**src/rtl/spireg_pkg.sv**
```systemverilog
package spireg_pkg;

    localparam int          ADDR_W     = 7;
    localparam int          DATA_W     = 8;
    localparam int          SYNC_DEPTH = 2;
    localparam logic [6:0]  ID_ADDR    = 7'h0F;
    localparam logic [7:0]  ID_VALUE   = 8'h69;
    localparam logic [6:0]  CTRL_ADDR  = 7'h12;
    localparam logic [7:0]  CTRL_RESET = 8'h04;
    localparam int          BIT_3WIRE  = 3;
    localparam int          BIT_INCR   = 2;

    typedef enum logic [1:0] {
        S_IDLE  = 2'd0,
        S_CMD   = 2'd1,
        S_WDATA = 2'd2,
        S_RDATA = 2'd3
    } spi_state_e;

endpackage

```
**src/rtl/spireg_sync.sv**
```systemverilog
module spireg_sync #(
    parameter int               WIDTH   = 3,
    parameter int               STAGES  = 2,
    parameter logic [WIDTH-1:0] RST_VAL = '0
) (
    input  logic             clk,
    input  logic             rst_n,
    input  logic [WIDTH-1:0] d_i,
    output logic [WIDTH-1:0] q_o
);

    logic [STAGES-1:0][WIDTH-1:0] pipe_q;

    always_ff @(posedge clk or negedge rst_n) begin
        if (!rst_n) begin
            pipe_q <= {STAGES{RST_VAL}};
        end else begin
            pipe_q <= {pipe_q[STAGES-2:0], d_i};
        end
    end

    assign q_o = pipe_q[STAGES-1];

endmodule

```
**src/rtl/spireg_regfile.sv**
```systemverilog
module spireg_regfile #(
    parameter int              AW         = 7,
    parameter int              DW         = 8,
    parameter logic [AW-1:0]   ID_ADDR    = 7'h0F,
    parameter logic [DW-1:0]   ID_VALUE   = 8'h69,
    parameter logic [AW-1:0]   CTRL_ADDR  = 7'h12,
    parameter logic [DW-1:0]   CTRL_RESET = 8'h04,
    parameter int              BIT_3WIRE  = 3,
    parameter int              BIT_INCR   = 2
) (
    input  logic          clk,
    input  logic          rst_n,
    input  logic          wr_en,
    input  logic [AW-1:0] wr_addr,
    input  logic [DW-1:0] wr_data,
    input  logic [AW-1:0] rd_addr,
    output logic [DW-1:0] rd_data,
    output logic          cfg_3wire_o,
    output logic          cfg_incr_o
);

    localparam int DEPTH = 1 << AW;

    logic [DW-1:0] mem_q [DEPTH];

    always_ff @(posedge clk or negedge rst_n) begin
        if (!rst_n) begin
            for (int i = 0; i < DEPTH; i++) begin
                mem_q[i] <= (i == int'(CTRL_ADDR)) ? CTRL_RESET : '0;
            end
        end else if (wr_en && (wr_addr != ID_ADDR)) begin
            mem_q[wr_addr] <= wr_data;
        end
    end

    assign rd_data     = (rd_addr == ID_ADDR) ? ID_VALUE : mem_q[rd_addr];
    assign cfg_3wire_o = mem_q[CTRL_ADDR][BIT_3WIRE];
    assign cfg_incr_o  = mem_q[CTRL_ADDR][BIT_INCR];

    AST_ID_NEVER_WRITTEN: assert property (@(posedge clk) disable iff (!rst_n)
        wr_en |-> (wr_addr != ID_ADDR));

endmodule

```
**src/rtl/spireg_engine.sv**
```systemverilog
module spireg_engine
    import spireg_pkg::*;
#(
    parameter int            AW      = 7,
    parameter int            DW      = 8,
    parameter logic [AW-1:0] ID_ADDR = 7'h0F
) (
    input  logic          clk,
    input  logic          rst_n,
    input  logic          spc_s,
    input  logic          cs_s,
    input  logic          din_s,
    input  logic          cfg_3wire,
    input  logic          cfg_incr,
    output logic [AW-1:0] rd_addr,
    input  logic [DW-1:0] rd_data,
    output logic          wr_en,
    output logic [AW-1:0] wr_addr,
    output logic [DW-1:0] wr_data,
    output logic          sdi_o,
    output logic          sdi_oe,
    output logic          sdo_o,
    output logic          sdo_oe
);

    localparam int            BCW      = $clog2(DW);
    localparam logic [BCW-1:0] LAST_BIT = BCW'(DW - 1);

    spi_state_e     st_q, st_d;
    logic           spc_d, cs_d;
    logic           spc_rise, spc_fall, cs_fall;
    logic [BCW-1:0] bitcnt_q;
    logic           last_bit;
    logic [DW-2:0]  sh_q;
    logic [AW-1:0]  addr_q, addr_next, cmd_addr;
    logic           cmd_read;
    logic [DW-1:0]  tx_q;
    logic           dout_q, oe_q;
    logic           wr_en_q;
    logic [AW-1:0]  wr_addr_q;
    logic [DW-1:0]  wr_data_q;
    logic           in_data;

    assign spc_rise  = spc_s & ~spc_d;
    assign spc_fall  = ~spc_s & spc_d;
    assign cs_fall   = ~cs_s & cs_d;
    assign last_bit  = (bitcnt_q == LAST_BIT);
    assign cmd_addr  = {sh_q[AW-2:0], din_s};
    assign cmd_read  = sh_q[DW-2];
    assign addr_next = cfg_incr ? (addr_q + 1'b1) : addr_q;
    assign rd_addr   = (st_q == S_CMD) ? cmd_addr : addr_next;
    assign in_data   = (st_q == S_WDATA) || (st_q == S_RDATA);

    // state register
    always_ff @(posedge clk or negedge rst_n) begin
        if (!rst_n) begin
            st_q <= S_IDLE;
        end else begin
            st_q <= st_d;
        end
    end

    // transitions: START, TO_WRITE, TO_READ, ABORT/END
    always_comb begin
        st_d = st_q;
        unique case (st_q)
            S_IDLE: begin
                if (cs_fall) st_d = S_CMD;
            end
            S_CMD: begin
                if (cs_s) begin
                    st_d = S_IDLE;
                end else if (spc_rise && last_bit) begin
                    st_d = cmd_read ? S_RDATA : S_WDATA;
                end
            end
            S_WDATA, S_RDATA: begin
                if (cs_s) st_d = S_IDLE;
            end
            default: st_d = S_IDLE;
        endcase
    end

    // datapath and outputs
    always_ff @(posedge clk or negedge rst_n) begin
        if (!rst_n) begin
            spc_d     <= 1'b1;
            cs_d      <= 1'b1;
            bitcnt_q  <= '0;
            sh_q      <= '0;
            addr_q    <= '0;
            tx_q      <= '0;
            dout_q    <= 1'b0;
            oe_q      <= 1'b0;
            wr_en_q   <= 1'b0;
            wr_addr_q <= '0;
            wr_data_q <= '0;
        end else begin
            spc_d   <= spc_s;
            cs_d    <= cs_s;
            wr_en_q <= 1'b0;
            unique case (st_q)
                S_IDLE: begin
                    bitcnt_q <= '0;
                    oe_q     <= 1'b0;
                end
                S_CMD: begin
                    if (!cs_s && spc_rise) begin
                        sh_q     <= {sh_q[DW-3:0], din_s};
                        bitcnt_q <= bitcnt_q + 1'b1;
                        if (last_bit) begin
                            addr_q <= cmd_addr;
                            tx_q   <= rd_data;
                            oe_q   <= cmd_read;
                        end
                    end
                end
                S_WDATA: begin
                    if (!cs_s && spc_rise) begin
                        sh_q     <= {sh_q[DW-3:0], din_s};
                        bitcnt_q <= bitcnt_q + 1'b1;
                        if (last_bit) begin
                            wr_en_q   <= (addr_q != ID_ADDR);
                            wr_addr_q <= addr_q;
                            wr_data_q <= {sh_q, din_s};
                            addr_q    <= addr_next;
                        end
                    end
                end
                S_RDATA: begin
                    if (!cs_s && spc_fall) begin
                        dout_q   <= tx_q[DW-1];
                        bitcnt_q <= bitcnt_q + 1'b1;
                        if (last_bit) begin
                            tx_q   <= rd_data;
                            addr_q <= addr_next;
                        end else begin
                            tx_q <= {tx_q[DW-2:0], 1'b0};
                        end
                    end
                end
                default: oe_q <= 1'b0;
            endcase
            if (cs_s) begin
                oe_q     <= 1'b0;
                bitcnt_q <= '0;
            end
        end
    end

    assign wr_en   = wr_en_q;
    assign wr_addr = wr_addr_q;
    assign wr_data = wr_data_q;
    assign sdi_o   = dout_q;
    assign sdo_o   = dout_q;
    assign sdi_oe  = oe_q & cfg_3wire;
    assign sdo_oe  = oe_q & ~cfg_3wire;

    AST_CS_HIGH_IDLE: assert property (@(posedge clk) disable iff (!rst_n)
        cs_s |=> (st_q == S_IDLE));

    AST_RELEASE_OUTSIDE_READ: assert property (@(posedge clk) disable iff (!rst_n)
        (st_q != S_RDATA) |-> !oe_q);

    AST_WRITE_ONE_SHOT: assert property (@(posedge clk) disable iff (!rst_n)
        wr_en_q |=> !wr_en_q);

    AST_ADDR_STEP: assert property (@(posedge clk) disable iff (!rst_n)
        (in_data && $past(in_data) && (addr_q != $past(addr_q)))
        |-> ((addr_q - $past(addr_q)) == AW'(1)) && $past(cfg_incr));

endmodule

```
**src/rtl/spireg_top.sv**
```systemverilog
module spireg_top
    import spireg_pkg::*;
#(
    parameter int AW          = ADDR_W,
    parameter int DW          = DATA_W,
    parameter int SYNC_STAGES = SYNC_DEPTH
) (
    input  logic clk,
    input  logic rst_n,
    input  logic spc_i,
    input  logic cs_n_i,
    input  logic sdi_i,
    output logic sdi_o,
    output logic sdi_oe,
    output logic sdo_o,
    output logic sdo_oe
);

    logic [2:0]    sync_q;
    logic          cfg_3wire, cfg_incr;
    logic [AW-1:0] rd_addr, wr_addr;
    logic [DW-1:0] rd_data, wr_data;
    logic          wr_en;

    spireg_sync #(
        .WIDTH   (3),
        .STAGES  (SYNC_STAGES),
        .RST_VAL (3'b110)
    ) u_sync (
        .clk   (clk),
        .rst_n (rst_n),
        .d_i   ({spc_i, cs_n_i, sdi_i}),
        .q_o   (sync_q)
    );

    spireg_engine #(
        .AW      (AW),
        .DW      (DW),
        .ID_ADDR (AW'(ID_ADDR))
    ) u_engine (
        .clk       (clk),
        .rst_n     (rst_n),
        .spc_s     (sync_q[2]),
        .cs_s      (sync_q[1]),
        .din_s     (sync_q[0]),
        .cfg_3wire (cfg_3wire),
        .cfg_incr  (cfg_incr),
        .rd_addr   (rd_addr),
        .rd_data   (rd_data),
        .wr_en     (wr_en),
        .wr_addr   (wr_addr),
        .wr_data   (wr_data),
        .sdi_o     (sdi_o),
        .sdi_oe    (sdi_oe),
        .sdo_o     (sdo_o),
        .sdo_oe    (sdo_oe)
    );

    spireg_regfile #(
        .AW         (AW),
        .DW         (DW),
        .ID_ADDR    (AW'(ID_ADDR)),
        .ID_VALUE   (DW'(ID_VALUE)),
        .CTRL_ADDR  (AW'(CTRL_ADDR)),
        .CTRL_RESET (DW'(CTRL_RESET)),
        .BIT_3WIRE  (BIT_3WIRE),
        .BIT_INCR   (BIT_INCR)
    ) u_regs (
        .clk         (clk),
        .rst_n       (rst_n),
        .wr_en       (wr_en),
        .wr_addr     (wr_addr),
        .wr_data     (wr_data),
        .rd_addr     (rd_addr),
        .rd_data     (rd_data),
        .cfg_3wire_o (cfg_3wire),
        .cfg_incr_o  (cfg_incr)
    );

endmodule

```
**config.mk**
```make
export PLATFORM = sky130hd
export DESIGN_NAME = spireg_top
export DESIGN_NICKNAME = d
export VERILOG_FILES = /design/src/rtl/spireg_pkg.sv /design/src/rtl/spireg_sync.sv /design/src/rtl/spireg_regfile.sv /design/src/rtl/spireg_engine.sv /design/src/rtl/spireg_top.sv
export SDC_FILE = /design/constraint.sdc
export NUM_CORES = 2
export LEC_CHECK = 0
export BUFFER_PORTS_ARGS = -buffer_cell sky130_fd_sc_hd__buf_2
export CAP_MARGIN = 30
export CORE_AREA = 2 2 291 293
export CTS_CLUSTER_SIZE = 16
export DETAILED_ROUTE_END_ITERATION = 7
export DIE_AREA = 0 0 293 295
export PLACE_DENSITY = 0.79
export SLEW_MARGIN = 40
export SYNTH_ARGS = -nofsm -noshare
export SYNTH_HDL_FRONTEND = slang
export SYNTH_SLANG_ARGS = --single-unit
```
**constraint.sdc**
```tcl
create_clock -name clk -period 4.2 [get_ports clk]
set_clock_uncertainty 0.05 [all_clocks]
set_input_delay 0.42 -clock clk [delete_from_list [all_inputs] [get_ports clk]]
set_output_delay 0.42 -clock clk [all_outputs]
set_load 0.1 [all_outputs]
```
==> impl_metrics.env <==
export IMPL_postSynthAreaPerCell_um2=14.5
export IMPL_slowest_delay_ns=0.75
export IMPL_place_area_um2=51400
export IMPL_cp_max_fo=26
export IMPL_switching_share_pct=33.1
export IMPL_drt_iter0_markers=2930
export IMPL_worst_setup_path_start_kind="register"
export IMPL_grt_start_max_net_pins=120
export IMPL_vias_per_cell=6.73
export IMPL_die_x_um=293
export IMPL_nets=3444
export IMPL_p_clk_share_pct=35.1
export IMPL_first_pass_iters=5
export IMPL_multi_input_area_um2=21500
export IMPL_cts_tree="built"
export IMPL_rsz0062_at_grt="no"
export IMPL_cts_sinks=1077
export IMPL_routed_wirelength_um=133000
export IMPL_grt_pass1_wl_um=205000
export IMPL_hp_class="in2async"
export IMPL_num_rows=106
export IMPL_slew_viol_final=0
export IMPL_clkLatencyLatePin_ns=0.69
export IMPL_p_int_mw=19.0
export IMPL_crit_arrival_ns=4.70
export IMPL_place_congestion=0.984
export IMPL_peakVddDrop_v=0.000647
export IMPL_area_growth_pct=11.5
export IMPL_slowest_stage="a31oi_1"
export IMPL_dieArea_um2=86400
export IMPL_cts_buffer_depth=3
export IMPL_synth_edff_count=0
export IMPL_start_util_pct=59.6
export IMPL_final_area_um2=55300
export IMPL_synth_area_um2=49500
export IMPL_antenna_found_initial=1
export IMPL_cpMostUsedCell="buf_12"
export IMPL_ant_nets=0
export IMPL_netlist_instances=3406
export IMPL_finalWorstPathRequiredPeriod_ns=4.16
export IMPL_powerDensity_nw_per_um2=514
export IMPL_drcViolationCount=0
export IMPL_dpl_hpwl_um=88200
export IMPL_finalSetupViolCount=0
export IMPL_track_usage_pct=31.4
export IMPL_p_leak_nw=26.5
export IMPL_wl_per_cell_um=28.9
export IMPL_fmax_mhz=241
export IMPL_end_kind="register"
export IMPL_clk_pin_slew_worst_paths_ns=0.06
export IMPL_hold_viol=0
export IMPL_grt_ovfl_total=0
export IMPL_via_count=31000
export IMPL_io_pins=9
export IMPL_tightestPinTransition_ns=0.915
export IMPL_period_share_pct=99.0
export IMPL_yosysSeqAreaShare_pct=54.4
export IMPL_synth_top_flop_cell="dfrtp_1"
export IMPL_port_buffers=8
export IMPL_synth_async_reset_ratio_pct=100
export IMPL_grt_pass1_vias=32900
export IMPL_die_h_um=295
export IMPL_postCtsSetupBuffers=0
export IMPL_setup_tns_ns=0
export IMPL_drive_above_1_share_pct=47.8
export IMPL_worstPathCellList="ha_1 -> mux2i_1 -> o21ai_4 -> buf_12 -> buf_12 -> mux4_2 -> nand2_1 -> nand3_1 -> a31oi_1 -> o22ai_1 -> or3_1"
export IMPL_max_slew_margin_rel_pct=38.8
export IMPL_seq_area_um2=27000
export IMPL_p_sw_mw=9.41
export IMPL_seq_power_share_pct=37.3
export IMPL_root_buffer="clkbuf_16"
export IMPL_htreeDepth=3
export IMPL_ys_types=64
export IMPL_fill_cells=5506
export IMPL_syn_num_nets=3418
export IMPL_yosys_register_bits=1077
export IMPL_critPathRequiredTime_ns=4.74
export IMPL_comb_power_share_pct=27.6
export IMPL_cap_violations=0
export IMPL_worstSetupPathType="reg2reg"
export IMPL_core_area_um2=83200
export IMPL_ys_warn_count=0
export IMPL_status="completed"
export IMPL_cts_buffers=110
==> power groups by stage <==
stage,combinational [mW],clock (mW),sequential [mW]
finish,7.84,9.96,10.6
global route,8.12,10.5,10.6
CTS,7.62,10.0,10.6
detailed placement,7.60,0,10.8
global placement,7.51,0,10.8
floorplan,4.73,0,10.7
==> per-layer routing <==
layer,global-route usage (%),vias to the layer above,wire length [um]
li1,-,12600,-
met1,42.3,16600,52100
met2,49.9,1483,63900
met3,6.66,354,10800
met4,13.9,2,6240
met5,0,-,11
==> kinds of logic after synthesis <==
logic type	synth area share (%)
AOI/OAI and AO/OA	2.24
muxes	35.3
DFF	54.4
xor gates and xnor gates	0.0354
and+or+nand+nor	5.25
adders and majority gates	0.177
buffers and inverters	2.57
==> cell type report <==
cell class | count | area share (%)
antenna | 2 | 0.00906
clock buffer | 169 | 5.89
clock inverter | 36 | 0.822
inverter | 6 | 0.0408
multi-input combinational | 2064 | 38.9
sequential | 1077 | 48.8
tap | 1080 | 2.45
timing repair buffer | 173 | 3.05
==> synthesized netlist by cell type (15+ instances only) <==
library cell	count	area [um^2]
nand3_1	82	410
buf_2	36	180
clkbuf_1	178	668
mux2_2	1039	11700
and3_1	18	113
a31oi_1	20	125
mux4_1	22	578
mux2i_1	16	160
nand2_1	297	1110
a21oi_1	36	180
a22oi_1	18	135
o21ai_0	21	105
nand4_1	22	138
o22ai_1	23	144
buf_4	30	225
mux4_2	224	5040
nor2_1	95	357
nand2b_1	15	93.8
dfrtp_1	1070	26800
==> sequential cells by signal (all words and copies together) (netlist names), 2 cells and up <==
register,cells
u_sync.q_o,3
u_regs.mem_q,1022
u_engine.addr_q,7
u_engine.st_q,2
u_engine.wr_data,8
u_engine.tx_q,8
u_engine.bitcnt_q,3
u_engine.wr_addr,7
u_engine.sh_q,7
u_sync.pipe_q,3
==> layout by cell type (no fill, tap or decap), drive strengths merged, types with 3 or more instances in the layout <==
cell,count
inv,8
nand3,82
o21a,7
o211ai,4
dfstp,7
a211oi,7
a21oi,36
nor2,95
dlygate4sd3,4
or3,5
o31ai,5
mux2i,17
a32oi,4
bufinv,8
clkinv,24
o22ai,23
nand2b,15
ha,7
and2,7
buf,169
a22oi,18
nor4,3
a31oi,20
o31a,3
a221oi,4
and3,18
or2,5
clkbuf,169
o21ai,24
nand2,297
dfrtp,1070
mux2,1039
nor3,15
nand4,22
mux4,246
nor2b,11
==> final timing paths <==
check                      slack [ns]               start  cells past startpoint                end
max                              0.04  u_engine.addr_q[0]                     11   u_engine.tx_q[1]
min                              0.19               rst_n                      2  u_regs.mem_q[958]
max reg2reg                      0.04  u_engine.addr_q[0]                     11   u_engine.tx_q[1]
min reg2reg                      0.30    u_sync.pipe_q[0]                      0      u_sync.q_o[0]
max in group asynchronous        2.48               rst_n                      4  u_regs.mem_q[294]
min in group clk                 0.30    u_sync.pipe_q[0]                      0      u_sync.q_o[0]
==> worst max-delay path, delay by kind of cell (launching register included) <==
kind	cells	cell delay [ns]
adder cells (fa/ha/maj)	1	0.36
multiplexers	2	0.45
AND/OR/NAND/NOR	3	0.61
flip-flops	1	0.46
buffers and inverters	2	0.51
AO/OA/AOI/OAI	3	1.59
==> repair_timing <==
| action | 4_1_cts | 5_1_grt |
|---|---|---|
| hold buffers | 4 | 0 |
| endpoints found under the setup margin | 0 | 1 |
| gates resized for setup | 0 | 1 |
| hold endpoints to repair | 116 | 0 |
==> stage by stage <==
stage	utilization [%]	setup slack, ns	hold WS, ns	power [mW]	cells
after floorplan	-	1.18	0.0744	15.4	3406
after global placement	61.5	0.452	0.284	18.3	4385
after detailed placement	61.8	0.331	0.286	18.4	4393
after CTS	66.3	0.314	0.171	28.3	4602
after global routing	66.5	0.0208	0.208	29.2	4605
final	66.5	0.0432	0.189	28.4	4607
(Power assumes the default switching activity.)
